`src/rtl/drain_pkg.sv`:
```
package drain_pkg;
  // control-to-datapath strobes
  typedef struct packed {
    logic clear;  // reset or mode change: flush pipeline
    logic arm;    // new block accepted: flush pipeline
    logic shift;  // counted read: fetch and advance
    logic live;   // fetched address lies inside the block
  } drainCmd_t;
endpackage

```
`src/rtl/drain_ctrl.sv`:
```
module drain_ctrl
  import drain_pkg::*;
#(
  parameter int N = 256,
  parameter int PRIME = 4,
  parameter int INIT_NEED = 4,
  localparam int AW = $clog2(N)
) (
  input  logic          clk,
  input  logic          rst,
  input  logic          modeDef,
  input  logic          holdMode,
  input  logic          inEn,
  input  logic          blockDone,
  input  logic          rdStrobe,
  input  logic          rdEn,
  output drainCmd_t     cmd,
  output logic [AW-1:0] rdAddr,
  output logic          dataAvail,
  output logic          loadAllow,
  output logic          initErr
);
  localparam int DONE = N + PRIME;
  localparam int CW = $clog2(DONE + 1);
  localparam int IW = $clog2(INIT_NEED + 1);
  localparam bit BIG = (N >= 1024);

  logic [CW-1:0] cnt;
  logic [IW-1:0] initCnt;
  logic inEnQ, initDone, inEdge, lastSeen, arm, shift;

  assign initDone = (initCnt == IW'(INIT_NEED));
  assign inEdge   = inEn && !inEnQ;
  assign lastSeen = (cnt >= CW'(DONE - 1));
  assign arm      = blockDone && initDone && !dataAvail;
  assign shift    = dataAvail && rdStrobe && rdEn && (cnt < CW'(DONE));

  assign cmd.clear = rst || modeDef;
  assign cmd.arm   = arm;
  assign cmd.shift = shift;
  assign cmd.live  = (cnt < CW'(N));
  assign rdAddr    = cnt[AW-1:0];

  generate
    if (BIG) begin : g_guarded
      assign loadAllow = !dataAvail;
    end else begin : g_open
      assign loadAllow = 1'b1;
    end
  endgenerate

  always_ff @(posedge clk) begin
    inEnQ <= inEn;
    if (rst) begin
      initErr <= 1'b0;
    end else if (!modeDef && rdStrobe && rdEn && !initDone) begin
      initErr <= 1'b1;
    end
    if (cmd.clear) begin
      initCnt   <= '0;
      dataAvail <= 1'b0;
      cnt       <= '0;
    end else begin
      if (rdStrobe && !initDone) initCnt <= initCnt + IW'(1);
      if (arm) begin
        dataAvail <= 1'b1;
        cnt       <= '0;
      end else if (shift) begin
        cnt <= cnt + CW'(1);
        if (cnt == CW'(DONE - 1) && !holdMode) dataAvail <= 1'b0;
      end else if (holdMode && inEdge && dataAvail && lastSeen) begin
        dataAvail <= 1'b0;
      end
    end
  end

  p_init_gate_r2: assert property (@(posedge clk) disable iff (rst)
    $rose(dataAvail) |-> ($past(initCnt) == IW'(INIT_NEED)));

  p_err_sticky_r3: assert property (@(posedge clk) disable iff (rst)
    initErr |=> initErr);

  p_rise_on_done_r4: assert property (@(posedge clk) disable iff (rst)
    $rose(dataAvail) |-> $past(blockDone));

  p_drop_default_r8: assert property (@(posedge clk) disable iff (rst)
    ($fell(dataAvail) && !$past(rst) && !$past(modeDef) && !$past(holdMode))
      |-> $past(rdStrobe && rdEn));

  p_drop_hold_r9: assert property (@(posedge clk) disable iff (rst)
    ($fell(dataAvail) && !$past(rst) && !$past(modeDef) && $past(holdMode))
      |-> $past(inEn));

  p_count_bound_r8: assert property (@(posedge clk) disable iff (rst)
    cnt <= CW'(DONE));
endmodule

```
`src/rtl/drain_path.sv`:
```
module drain_path
  import drain_pkg::*;
#(
  parameter int N = 256,
  parameter int DW = 16,
  parameter int PRIME = 4,
  localparam int AW = $clog2(N)
) (
  input  logic          clk,
  input  logic          wrEn,
  input  logic          wrAllow,
  input  logic [AW-1:0] wrAddr,
  input  logic [DW-1:0] wrData,
  input  drainCmd_t     cmd,
  input  logic [AW-1:0] rdAddr,
  input  logic          rdEn,
  output logic [DW-1:0] outData,
  output logic [AW-1:0] outIndex,
  output logic          outValid
);
  localparam int LAST = PRIME - 1;

  logic [DW-1:0] mem [N];
  logic [DW-1:0] stData [PRIME];
  logic [AW-1:0] stIdx  [PRIME];
  logic          stVal  [PRIME];

  always_ff @(posedge clk) begin
    if (wrEn && wrAllow) mem[wrAddr] <= wrData;
  end

  always_ff @(posedge clk) begin
    if (cmd.clear || cmd.arm) begin
      stVal[0] <= 1'b0;
    end else if (cmd.shift) begin
      stData[0] <= mem[rdAddr];
      stIdx[0]  <= rdAddr;
      stVal[0]  <= cmd.live;
    end
  end

  generate
    for (genvar g = 1; g < PRIME; g++) begin : g_stage
      always_ff @(posedge clk) begin
        if (cmd.clear || cmd.arm) begin
          stVal[g] <= 1'b0;
        end else if (cmd.shift) begin
          stData[g] <= stData[g-1];
          stIdx[g]  <= stIdx[g-1];
          stVal[g]  <= stVal[g-1];
        end
      end
    end
  endgenerate

  assign outValid = rdEn && stVal[LAST];
  assign outData  = outValid ? stData[LAST] : '0;
  assign outIndex = outValid ? stIdx[LAST] : '0;

  p_hold_without_shift_r5: assert property (@(posedge clk) disable iff (cmd.clear)
    (!cmd.arm && !cmd.shift) |=> $stable(stIdx[LAST]) && $stable(stData[LAST]));
endmodule

```
`src/rtl/result_drain.sv`:
```
module result_drain
  import drain_pkg::*;
#(
  parameter int N = 256,
  parameter int DW = 16,
  parameter int PRIME = 4,
  parameter int INIT_NEED = 4,
  localparam int AW = $clog2(N)
) (
  input  logic          clk,
  input  logic          rst,
  input  logic          modeDef,
  input  logic          holdMode,
  input  logic          inEn,
  input  logic          blockDone,
  input  logic          wrEn,
  input  logic [AW-1:0] wrAddr,
  input  logic [DW-1:0] wrData,
  input  logic          rdStrobe,
  input  logic          rdEn,
  output logic          dataAvail,
  output logic          loadAllow,
  output logic          initErr,
  output logic          outValid,
  output logic [DW-1:0] outData,
  output logic [AW-1:0] outIndex
);
  drainCmd_t     cmd;
  logic [AW-1:0] rdAddr;

  drain_ctrl #(.N(N), .PRIME(PRIME), .INIT_NEED(INIT_NEED)) u_ctrl (
    .clk(clk), .rst(rst), .modeDef(modeDef), .holdMode(holdMode),
    .inEn(inEn), .blockDone(blockDone), .rdStrobe(rdStrobe), .rdEn(rdEn),
    .cmd(cmd), .rdAddr(rdAddr), .dataAvail(dataAvail),
    .loadAllow(loadAllow), .initErr(initErr)
  );

  drain_path #(.N(N), .DW(DW), .PRIME(PRIME)) u_path (
    .clk(clk), .wrEn(wrEn), .wrAllow(loadAllow), .wrAddr(wrAddr),
    .wrData(wrData), .cmd(cmd), .rdAddr(rdAddr), .rdEn(rdEn),
    .outData(outData), .outIndex(outIndex), .outValid(outValid)
  );
endmodule

```
`config.mk`:
```
export PLATFORM = sky130hd
export DESIGN_NAME = result_drain
export DESIGN_NICKNAME = d
export VERILOG_FILES = /design/src/rtl/drain_pkg.sv /design/src/rtl/drain_ctrl.sv /design/src/rtl/drain_path.sv /design/src/rtl/result_drain.sv
export SDC_FILE = /design/constraint.sdc
export NUM_CORES = 2
export LEC_CHECK = 0
export ABC_AREA = 1
export ABC_CLOCK_PERIOD_IN_PS = 7200
export BUFFER_PORTS_ARGS = -buffer_cell sky130_fd_sc_hd__buf_2
export CAP_MARGIN = 20
export CORE_MARGIN = 2
export CORE_UTILIZATION = 30
export DETAILED_ROUTE_END_ITERATION = 8
export GPL_TIMING_DRIVEN = 0
export PLACE_DENSITY = 0.48
export SLEW_MARGIN = 20
export SYNTH_ARGS = -nofsm -noshare
export SYNTH_HDL_FRONTEND = slang
export SYNTH_MEMORY_MAX_BITS = 65536
export SYNTH_SLANG_ARGS = --single-unit
```
`constraint.sdc`:
```
create_clock -name clk -period 7.2 [get_ports clk]
set_clock_uncertainty 0.1 [all_clocks]
set_input_delay 0.72 -clock clk [delete_from_list [all_inputs] [get_ports clk]]
set_output_delay 0.72 -clock clk [all_outputs]
set_load 0.01 [all_outputs]
```
After elaboration in Yosys (flattened, before gate mapping)
Memory sizes are Yosys's and may differ from the RTL's. A register that Yosys moved wholly into a read port is not among the register bits.
Cells that the tools add are included.
- memories: 4
- bits in read-only memories: 0
- RAM bits: 4196
- latch bits: 0
- input bits: 33
- word-level logic and storage cells: 65
- register bits after elaboration: 15
- output and inout bits: 28
- divide/modulo/power cells: 0
- add/subtract/negate cells: 2
- mux-type cells: 19
- eq/ne operators: 3
- shift operators: 0
- $mul: 0
- magnitude comparators: 3
- reductions and logical operators: 25
- bitwise gates (word level): 4
- memories (memory ; depth ; bits a word ; rd ports ; clocked after memory_dff ; write ports ; line ; source):
    u_path.mem ; 256 ; 16 ; 1 ; 1 ; 1 ; drain_path.sv:23 ; logic [DW-1:0] mem [N];
    u_path.stData ; 4 ; 16 ; 4 ; 0 ; 4 ; drain_path.sv:24 ; logic [DW-1:0] stData [PRIME];
    u_path.stIdx ; 4 ; 8 ; 4 ; 0 ; 4 ; drain_path.sv:25 ; logic [AW-1:0] stIdx [PRIME];
    u_path.stVal ; 4 ; 1 ; 4 ; 0 ; 4 ; drain_path.sv:26 ; logic stVal [PRIME];
- operator list (cell ; number):
    2-to-1 mux 8 bit ; 3
    < comparator 9 bit, second input constant ; 2
    2-to-1 mux 16 bit ; 1
    logical AND 1 bit ; 15
    2-to-1 mux 1 bit ; 15
    adder 9 x 1 -> 9 bit, second input constant ; 1
    == test 9 bit, second input constant ; 1
    greater-or-equal comparator 9 bit, second input constant ; 1
    logical NOT 1 bit ; 5
    bitwise OR 1 bit ; 4
    adder 3 x 1 -> 3 bit, second input constant ; 1
    == test 3 bit, second input constant ; 1
    inequality test 3 x 2 -> 1 bit, second input constant ; 1
    nonzero test 3 bit ; 1
    logical OR 1 bit ; 2
    AND reduction 2 bit ; 1
    OR reduction 2 bit ; 1

Depth between registers and ports, before layout
- depth in word-level cells: 8
- depth in mapped cells: 15
- depth with buffers taken out: 11

By module
A second synthesis with hierarchy kept.
- cells, all modules: 13890
- area total of the unflattened synthesis: 169567.6 sq um
- modules (own cells, without submodules) (module ; cells an instance ; seq. area each (sq um) ; times used ; area an instance (sq um)):
    drain_path ; 13763 ; 126000.8 ; 1 ; 168674.3
    drain_ctrl ; 127 ; 300.3 ; 1 ; 893.4

Worst setup path after synthesis
Ideal clock, no wire load.
- kind: input to register
- start point: input port modeDef
- end point: register (tool-made name)
- stages on the path: 5
- data required time: 7001 ps
- data arrival time: 6040 ps
- buffers on the path: 0
- slack: 961 ps
- setup time: 99 ps
- cells stage by stage: nor2_1 -> nand2_1 -> nor2_1 -> inv_1 -> o21ai_0
- RTL lines (element ; line ; source):
    from (decl) ; result_drain.sv:12 ; input logic modeDef,

==> results_dict.tcl <==
set metrics [dict create \
    wl_per_cell_um 33.23 \
    run_status "finished clean" \
    timing.reg2reg.worst_path_depth 14 \
    max-clock-path-buffers 4 \
    cap_viol_max_count 0 \
    crit_path_max_fanout 10 \
    area_of_the_die_mm2 0.5705 \
    timing.critical_path.cells "buf_4 -> inv_4 -> buf_4 -> buf_4 -> buf_2 -> nand3_1 -> nand3_1 -> nand3_1 -> nand3_1 -> nand3_1 -> nand3_1 -> nand2_1 -> nand2_1 -> nand2_1" \
    hold_path_cell_cnt 1 \
    post_synth_num_cell_types 24 \
    grt_overflow 0 \
    routed_wl_um 748500 \
    grt_antenna_before_repair 80 \
    clk_pin_slew_ps 60 \
    max_freq_ghz 0.1916 \
    slew_headroom 0.1254 \
    cts_tree "yes" \
    most-common-layout-cells "4218 x sky130_fd_sc_hd__nand2_1, 4196 x sky130_fd_sc_hd__edfxtp_1, 4039 x sky130_fd_sc_hd__nand3_1" \
    crit_end_element "register" \
    fin_ws_ps 1980 \
    fillerInstances 54650 \
    layout-area-overhead-vs-synth_pct 18.53 \
    holdCritPathClass "input port to register" \
    critical_path_class "register to register" \
    rsz0062_at_grt "false" \
    syn_area_mm2 0.1693 \
    place.gp.congestion 1.067 \
    cts_htree_levels 5 \
    ys_ff_latch 4219 \
    worst-slew-pin-transition_ps 1312 \
    synth_cells 13840 \
    timing.critical_path.arrival_ps 5900 \
    worst_skew_pair.late_latency_ps 1090 \
    hold_viol_final 0 \
    post_route_cells_drive_above_1_share 0.1315 \
    power.density_mw_per_mm2 252.0 \
    crit_path_start_kind "register" \
    detail_route.drc_violations 0 \
    sequential_cell_area_mm2 0.1265 \
    syn_nets 13880 \
    yosysWarnings 0 \
    p_leak_uw 0.06856 \
    drtPass1Iterations 6 \
    global_route_wire_length_before_repair_um 986200 \
    synthesized_area_divided_by_synthesized_cell_count_um2 12.23 \
    clock_sinks 4219 \
    cts-buffers-inserted 443 \
    multi_input_comb_area_mm2 0.03930 \
    pre_cts_setup_slack_ps 2407 \
    dr.first_iter.drc_count 19470 \
    hpwlAfterDp_um 534300 \
    critical-path-slowest-cell "sky130_fd_sc_hd__buf_2" \
    core_area_mm2 0.5615 \
    post_drt_via_cell_ratio 5.396 \
    critical_path.max_stage_delay_ps 980 \
    ant_nets 0 \
    critical_path_required_ps 7880 \
    placement_rows 275 \
    layout_min_cycle_time_ps 5220 \
    timing.final.crit_share 0.7250 \
    floorplan.initialDensity 0.3016 \
    layout.cells.most_common "sky130_fd_sc_hd__nand2_1" \
    slew_viols_final 0 \
    grt_max_degree 115 \
    global_route.usage.total 0.2536 \
    core_occupancy_in_the_finished_layout 0.3574 \
    critical_path.most_common_cell "sky130_fd_sc_hd__nand3_1" \
    finish.net_count 14670 \
    grt_pass1_vias 108200 \
    cts_resized 0 \
    power.ir.vdd_worst_v 0.0002168 \
    fp.dieW_um 755.3 \
    chipHeight_um 755.3 \
    cts_root_buffer "sky130_fd_sc_hd__clkbuf_16" \
    number_of_buffers_added_on_ports 57 \
    synth_seq_area_share 0.7468 \
    final-setup-viol-count 0 \
    num_io_pins 61 \
    route.vias.total 121500 \
]
final cells by class:
class / instances / share of cell area
flip-flops and latches: 4219 / 0.6301
multi-input cells: 8612 / 0.1958
clock buffers: 554 / 0.05794
well taps: 7479 / 0.04662
repair buffers: 350 / 0.02987
plain buffers: 941 / 0.02598
clock inverters: 248 / 0.01176
inverters: 69 / 0.001315
diodes: 50 / 0.0006234
flip-flops by register name, indices dropped and copies added, names as in the netlist, named ones only:
| register | flops |
|---|---|
| u_path.stData | 64 |
| u_ctrl.initErr | 1 |
| u_ctrl.dataAvail | 1 |
| u_path.stVal | 4 |
| u_ctrl.inEnQ | 1 |
| u_ctrl.initCnt | 3 |
| u_ctrl.cnt | 9 |
| u_path.stIdx | 32 |
| u_path.mem | 4096 |
metrics by stage:
step                      cells  hold WS, ps  power, uW  area, um^2  TNS, ps
after floorplan           13840        300.3      27640      169300        0
after global placement    21380        302.6      28260      179000   -68260
after detailed placement  21650        304.5      28280      186400        0
after CTS                 22470        1.411      50640      200600        0
after global routing      22490        36.89      51530      200600        0
final                     22520        54.03      50570      200700        0
logic make-up (layout without fill, tap and decap cells):
family | count (synthesis) | count (layout) | synth area share
simple gates | 8583 | 8583 | 0.2204
flops | 4219 | 4219 | 0.7468
buf+inv | 1010 | 2162 | 0.03178
compound gates | 25 | 25 | 0.0007906
fa+ha+maj | 3 | 3 | 0.0002217
other cells | 1 | 51 | 0.00002214
worst max-delay path, delay by kind of cell, from the launching register on:
family	cells	cell delay, ps
buffers and inverters	5	2290
and+or+nand+nor	9	2170
DFF	1	300
per-layer routing:
metal / vias to the layer above / track usage / part of all wire
met5: - / 0.0005892 / 0.00027
met2: 7704 / 0.3722 / 0.43
met3: 1246 / 0.06739 / 0.12
met4: 32 / 0.1123 / 0.050
met1: 61330 / 0.3519 / 0.41
li1: 51210 / - / -
worst paths after layout:
| kind | from | slack, ps | endpoint |
|---|---|---|---|
| worst min-delay path | wrData[15] | 50 | u_path.mem[130][15]$_DFFE_PP_ |
| worst min register to register | u_path.stIdx[0][2]$_DFFE_PP_ | 310 | u_path.stIdx[1][2]$_DFFE_PP_ |
| worst max-delay path | register | 1980 | u_path.stData[0][4]$_DFFE_PP_ |
| worst max register to register | register | 1980 | u_path.stData[0][4]$_DFFE_PP_ |
what timing repair did:
action                                 in CTS  in global routing
endpoints found under the hold margin     332                  0
buffers inserted                            0                  0
hold buffers                               19                  0
cells in the mapped netlist (all sizes together):
library cell | count | area (um^2)
nand3 | 4042 | 20230
buf | 789 | 4547
nand2 | 4219 | 15840
o21a | 2 | 15.01
conb | 1 | 3.750
nor4 | 1 | 6.260
ha | 3 | 37.54
dfxtp | 23 | 460.4
nor2 | 292 | 1096
edfxtp | 4196 | 126000
a21boi | 1 | 7.510
nand4 | 7 | 43.79
a31oi | 1 | 6.260
nor3 | 22 | 110.1
clkbuf | 152 | 570.6
o21ai | 10 | 50.05
a21oi | 11 | 55.05
inv | 69 | 264.0
where the power goes:
group          total [uW]  internal, uW  leakage [uW]  switching, uW
registers           27100         27000        0.0379           11.7
logic                 747           119        0.0239            628
clock network       22800         12600       0.00680          10200
Note: power is estimated with default switching activity, not from simulation.
